==> src/rtl/rdbuf_pkg.sv <==
// Package: shared transfer-type encoding and helpers for the read buffer.
// Assumes the bus transfer type is a 2-bit field with the usual four codes.
package rdbuf_pkg;

    typedef enum logic [1:0] {
        TR_IDLE   = 2'b00,
        TR_BUSY   = 2'b01,
        TR_NONSEQ = 2'b10,
        TR_SEQ    = 2'b11
    } trans_e;

    // True for transfers that carry a real read request.
    function automatic logic is_xfer(input logic [1:0] t);
        return (t == TR_NONSEQ) || (t == TR_SEQ);
    endfunction

    // True only for the first beat of a burst or a single access.
    function automatic logic is_nonseq(input logic [1:0] t);
        return t == TR_NONSEQ;
    endfunction

endpackage

==> src/rtl/rdbuf_inval.sv <==
// Module: rdbuf_inval
// Collects every condition that drops the buffered entry into one kill
// strobe: array-done falling, emulation-tagged non-sequential access, and
// the software enable held low. Assumes arr_done is already synchronous.
module rdbuf_inval
    import rdbuf_pkg::*;
#(
    parameter int EMU_W = 5
) (
    input  logic             clk,
    input  logic             rst_n,
    input  logic [1:0]       htrans,
    input  logic [EMU_W-1:0] emu_field,
    input  logic             buf_en,
    input  logic             arr_done,
    output logic             kill
);

    logic done_q;
    logic done_fall;
    logic emu_hit;

    // Track the previous array-done level; idle is assumed out of reset.
    always_ff @(posedge clk) begin
        if (!rst_n) begin
            done_q <= 1'b1;
        end else begin
            done_q <= arr_done;
        end
    end

    // Decode the three invalidation sources into one strobe.
    always_comb begin
        done_fall = done_q & ~arr_done;
        emu_hit   = is_nonseq(htrans) & (|emu_field);
        kill      = done_fall | emu_hit | ~buf_en;
    end

endmodule

==> src/rtl/rdbuf_entry.sv <==
// Module: rdbuf_entry
// Single storage entry: valid bit, full address, data word and ECC flag.
// A kill strobe always wins over a load in the same cycle. An errored
// completion clears the valid bit instead of loading.
module rdbuf_entry #(
    parameter int ADDR_W = 32,
    parameter int DATA_W = 32
) (
    input  logic              clk,
    input  logic              rst_n,
    input  logic              kill,
    input  logic              fill_valid,
    input  logic              fill_err,
    input  logic [ADDR_W-1:0] fill_addr,
    input  logic [DATA_W-1:0] fill_data,
    input  logic              fill_ecc1,
    output logic              ent_valid,
    output logic [ADDR_W-1:0] ent_addr,
    output logic [DATA_W-1:0] ent_data,
    output logic              ent_ecc
);

    logic do_load;
    logic do_clear;

    // Decide between clear, load and hold for this cycle.
    always_comb begin
        do_clear = kill | (fill_valid & fill_err);
        do_load  = fill_valid & ~fill_err & ~kill;
    end

    // Valid bit and ECC flag, both cleared by reset and by invalidation.
    always_ff @(posedge clk) begin
        if (!rst_n) begin
            ent_valid <= 1'b0;
            ent_ecc   <= 1'b0;
        end else if (do_clear) begin
            ent_valid <= 1'b0;
            ent_ecc   <= 1'b0;
        end else if (do_load) begin
            ent_valid <= 1'b1;
            ent_ecc   <= fill_ecc1;
        end
    end

    // Address and data payload, written only on an accepted load.
    always_ff @(posedge clk) begin
        if (!rst_n) begin
            ent_addr <= '0;
            ent_data <= '0;
        end else if (do_load) begin
            ent_addr <= fill_addr;
            ent_data <= fill_data;
        end
    end

endmodule

==> src/rtl/rdbuf_lookup.sv <==
// Module: rdbuf_lookup
// Compares the address phase with the stored entry and registers the
// data-phase response. A cycle that invalidates never reports a hit.
// Miss cycles drive zero data so that no stale word leaks to the bus.
module rdbuf_lookup #(
    parameter int ADDR_W = 32,
    parameter int DATA_W = 32
) (
    input  logic              clk,
    input  logic              rst_n,
    input  logic              lookup,
    input  logic [ADDR_W-1:0] haddr,
    input  logic              kill,
    input  logic              ent_valid,
    input  logic [ADDR_W-1:0] ent_addr,
    input  logic [DATA_W-1:0] ent_data,
    input  logic              ent_ecc,
    output logic              rsp_hit,
    output logic [DATA_W-1:0] rsp_data,
    output logic              rsp_ecc
);

    logic hit_now;

    // Hit decision for the current address phase.
    always_comb begin
        hit_now = lookup & ent_valid & ~kill & (haddr == ent_addr);
    end

    // Register the data-phase response in the first data cycle.
    always_ff @(posedge clk) begin
        if (!rst_n) begin
            rsp_hit  <= 1'b0;
            rsp_data <= '0;
            rsp_ecc  <= 1'b0;
        end else begin
            rsp_hit  <= hit_now;
            rsp_data <= hit_now ? ent_data : '0;
            rsp_ecc  <= hit_now & ent_ecc;
        end
    end

endmodule

==> src/rtl/flash_rdbuf.sv <==
// Module: flash_rdbuf
// Single-entry holding buffer between a bus read port and a flash array.
// Assumes one completion at a time from the array and a 2-bit transfer
// type on the bus side. The emulation field lies in haddr[EMU_HI:EMU_LO].
module flash_rdbuf
    import rdbuf_pkg::*;
#(
    parameter int ADDR_W = 32,
    parameter int DATA_W = 32,
    parameter int EMU_LO = 24,
    parameter int EMU_HI = 28
) (
    input  logic              clk,
    input  logic              rst_n,
    input  logic [1:0]        htrans,
    input  logic [ADDR_W-1:0] haddr,
    input  logic              buf_en,
    input  logic              arr_done,
    input  logic              fill_valid,
    input  logic [ADDR_W-1:0] fill_addr,
    input  logic [DATA_W-1:0] fill_data,
    input  logic              fill_err,
    input  logic              fill_ecc1,
    output logic              rsp_hit,
    output logic [DATA_W-1:0] rsp_data,
    output logic              rsp_ecc
);

    localparam int EMU_W = EMU_HI - EMU_LO + 1;

    logic              kill;
    logic              lookup;
    logic              ent_valid;
    logic [ADDR_W-1:0] ent_addr;
    logic [DATA_W-1:0] ent_data;
    logic              ent_ecc;

    // Classify the address phase as a real read request.
    always_comb begin
        lookup = is_xfer(htrans);
    end

    rdbuf_inval #(
        .EMU_W (EMU_W)
    ) u_inval (
        .clk       (clk),
        .rst_n     (rst_n),
        .htrans    (htrans),
        .emu_field (haddr[EMU_HI:EMU_LO]),
        .buf_en    (buf_en),
        .arr_done  (arr_done),
        .kill      (kill)
    );

    rdbuf_entry #(
        .ADDR_W (ADDR_W),
        .DATA_W (DATA_W)
    ) u_entry (
        .clk        (clk),
        .rst_n      (rst_n),
        .kill       (kill),
        .fill_valid (fill_valid),
        .fill_err   (fill_err),
        .fill_addr  (fill_addr),
        .fill_data  (fill_data),
        .fill_ecc1  (fill_ecc1),
        .ent_valid  (ent_valid),
        .ent_addr   (ent_addr),
        .ent_data   (ent_data),
        .ent_ecc    (ent_ecc)
    );

    rdbuf_lookup #(
        .ADDR_W (ADDR_W),
        .DATA_W (DATA_W)
    ) u_lookup (
        .clk       (clk),
        .rst_n     (rst_n),
        .lookup    (lookup),
        .haddr     (haddr),
        .kill      (kill),
        .ent_valid (ent_valid),
        .ent_addr  (ent_addr),
        .ent_data  (ent_data),
        .ent_ecc   (ent_ecc),
        .rsp_hit   (rsp_hit),
        .rsp_data  (rsp_data),
        .rsp_ecc   (rsp_ecc)
    );

endmodule

==> config.mk <==
export PLATFORM = sky130hd
export DESIGN_NAME = flash_rdbuf
export DESIGN_NICKNAME = d
export VERILOG_FILES = /design/src/rtl/rdbuf_pkg.sv /design/src/rtl/rdbuf_inval.sv /design/src/rtl/rdbuf_entry.sv /design/src/rtl/rdbuf_lookup.sv /design/src/rtl/flash_rdbuf.sv
export SDC_FILE = /design/constraint.sdc
export NUM_CORES = 1
export LEC_CHECK = 0
export ABC_AREA = 1
export BUFFER_PORTS_ARGS = -buffer_cell sky130_fd_sc_hd__clkbuf_2
export CAP_MARGIN = 20
export CORE_MARGIN = 3
export CORE_UTILIZATION = 35
export CTS_CLUSTER_DIAMETER = 50
export CTS_CLUSTER_SIZE = 24
export DETAILED_ROUTE_END_ITERATION = 10
export PLACE_DENSITY_LB_ADDON = 0.08
export SETUP_SLACK_MARGIN = 0.4
export SLEW_MARGIN = 20
export SYNTH_ARGS = -nofsm -noshare
export SYNTH_HDL_FRONTEND = slang
export SYNTH_SLANG_ARGS = --single-unit
==> constraint.sdc <==
create_clock -name clk -period 1.65 [get_ports clk]
set_input_delay 0.4125 -clock clk [delete_from_list [all_inputs] [get_ports clk]]
set_output_delay 0.4125 -clock clk [all_outputs]
set_load 0.02 [all_outputs]
==> run metrics <==
status finished clean; P_leak 2.78 nW; Crit path largest cell delay 330 ps; first-pass iteration count of the detailed router 4; Sink Count 101; area post-placement 0.00487 sq mm; Vias/cell 4.54; num rows 37; hpwl dp 6710 microns; final wirelength 11200 microns; Primary FF master, synth dfxtp_1; FFs w/ async S/R, synth 0; library cells used by synthesis 18; min cycle time layout 1470 ps; cell taking the most area after synthesis dfxtp_1; Syn Nets 596; I/O pin count 139; pwr/cell area 717 mW/mm^2; routed length on met3 717 microns; critical path fanouts, max 8; Post-Route M1 WL 4750 microns; die span in x 111 microns; worst hold path type in2reg; worst-skew pair later-pin latency 360 ps; crit-path cells a21boi_2, buf_4, nand3_4, buf_12, buf_12, buf_16, o21ai_4, a21oi_2; final hold violations 0; hold slack 299 ps; antenna viol nets, final 0; share of cells above drive strength 1 0.596; cts bufs inserted 9; Initial Util 0.367; core area 0.0106 sq mm; WL per Instance 14.1 microns; Storage cell area 0.00208 sq mm; die area 0.0124 sq mm; Finished Layout Cells 797; first-pass GRT wire length 17900 microns; Crit Path Class reg2reg; post-route setup slack 181 ps; final instance area 0.00668 sq mm; initial drt markers 102; drc violations 0; Worst Skew 9.53 ps; Final #Nets 761; Top delay family on crit path buffers and inverters; max-slew violations 0; root buffer cell clkbuf_8; Post-Place Worst Slack -48.4 ps; CTS Hold Bufs 0; largest net degree at the start of global routing 67; Design Power 4.79 mW; warning count from the yosys run 0; Final setup violation count 0; Chip Height 111 microns; depth of the CTS H-tree 3; filler cell count 881; Ant. Diodes 0; Max Cap Viol 0; Vias 3616; cells after synthesis 491; cell area after synthesis 0.00387 sq mm; met2 WL 5610 microns; Layout area overhead 72.4%; CP Launch Type flip-flop; Net Sw Frac 0.262; sequential share of the synthesized area 0.522; Critical Path AT 1730 ps; CP required 1910 ps; Remaining Overflow, GRT 0; Rel. slew slack 0.634; max layer used met4; number of I/O port buffers 138; CTS tree done; nature of the critical path endpoint flip-flop; vias in the first global route 3703; fmax 681 MHz; fin crit share 0.890; clock buffer depth 2; Buf+Inv Stages, Crit Path 4; Placed Cells 752; Seq cells post-synth 101; worst slew pin tran 549 ps; Net Sw Power 1.25 mW; synthesized area per cell 7.89 sq um; CTS clk-pin slew, worst paths 100 ps; RSZ-0062 raised after global routing true; Crit path top cell by count buf_12; GR Util All Layers 0.180; multi-input logic area 0.00202 sq mm; Logic pwr share 0.140; power share of the sequential group 0.527; Synth top cells by count 101 x dfxtp_1, 92 x inv_1, 68 x nand2_1, 65 x a21oi_1, 65 x o21ai_0; Slowest cell on crit path dfxtp_2; GP Congestion 0.767; Cell Int Power 3.54 mW; leading post-synthesis cells by cell area dfxtp_1 52%, inv_1 8.9%, a21oi_1 8.4%, o21ai_0 8.4%, nand2_1 6.6%; Clk network pwr share 0.333; initial antenna violation count 0; Post-synth EDFFs 0; Max rail drop VDD 0.565 mV; most numerous cell in the Yosys netlist dfxtp_1; Synth top area share 0.522
power by group through the flow:
stage / logic, mW / clock network [mW] / registers (mW)
after floorplan: 0.238 / 0 / 2.57
after global placement: 0.442 / 0 / 2.58
after detailed placement: 0.448 / 0 / 2.58
after CTS: 0.595 / 1.65 / 2.52
after global routing: 0.736 / 1.75 / 2.53
final: 0.669 / 1.59 / 2.52
state kept, by name, summed over array words and instances (netlist names):
register,flops
u_entry.ent_addr,32
u_lookup.rsp_hit,1
u_lookup.rsp_ecc,1
u_entry.ent_valid,1
u_entry.ent_data,32
u_entry.ent_ecc,1
u_inval.done_q,1
u_lookup.rsp_data,32
cell usage in the layout, fill, tap and decap left out, drive strengths merged:
master	count
nor2	51
buf	69
a21boi	1
nand3	9
xnor2	10
inv	93
xor2	4
bufinv	1
o21a	1
nand2	68
clkinv	3
clkinvlp	1
clkbuf	119
a21oi	65
dfxtp	101
o21ai	65
path summary, 6_finish.rpt:
path / from / to / slack [ps] / depth (start not counted)
setup / recovery: u_inval.done_q / u_entry.ent_data[29] / 180 / 8
hold / removal: fill_addr[31] / u_entry.ent_addr[31] / 300 / 3
setup reg to reg: u_inval.done_q / u_entry.ent_data[29] / 180 / 8
hold reg to reg: u_entry.ent_data[21] / u_lookup.rsp_data[21] / 440 / 2
logic make-up after synthesis:
group / synth area share
flops: 0.522
compound gates: 0.172
simple gates: 0.153
xor+xnor: 0.0317
buf+inv: 0.122
layout make-up:
class / instances / share of cell area
Tap cell: 136 / 0.0255
Clock buffer: 10 / 0.0191
Clock inverter: 6 / 0.0109
Multi-Input combinational cell: 274 / 0.302
Inverter: 92 / 0.0551
Sequential cell: 101 / 0.311
Timing Repair Buffer: 178 / 0.276
worst register-to-register path, delay by kind of cell, from the launching register on:
kind                   cells  cell delay, ps
buffers and inverters      4             600
AOI/OAI and AO/OA          3             350
DFF                        1             330
and+or+nand+nor            1              70
timing repair:
action                                  CTS  global route
buffers inserted                         10             2
pin swaps                                21            22
resized for setup                       222           125
endpoints found under the setup margin  133           134
gates cloned                             13             4
routing by layer:
layer / up-vias / GRT usage
met3: 12 / 0.0595
met5: - / 0
met1: 1664 / 0.214
met2: 92 / 0.307
met4: 0 / 0.0519
li1: 1848 / -
stage by stage:
step | utilization | setup TNS (ps)
after floorplan | - | 0
after global placement | 0.461 | -170
after detailed placement | 0.461 | -227
after CTS | 0.584 | 0
after global routing | 0.633 | 0
final | 0.633 | 0
No activity file was read; power rests on OpenSTA's default activity.
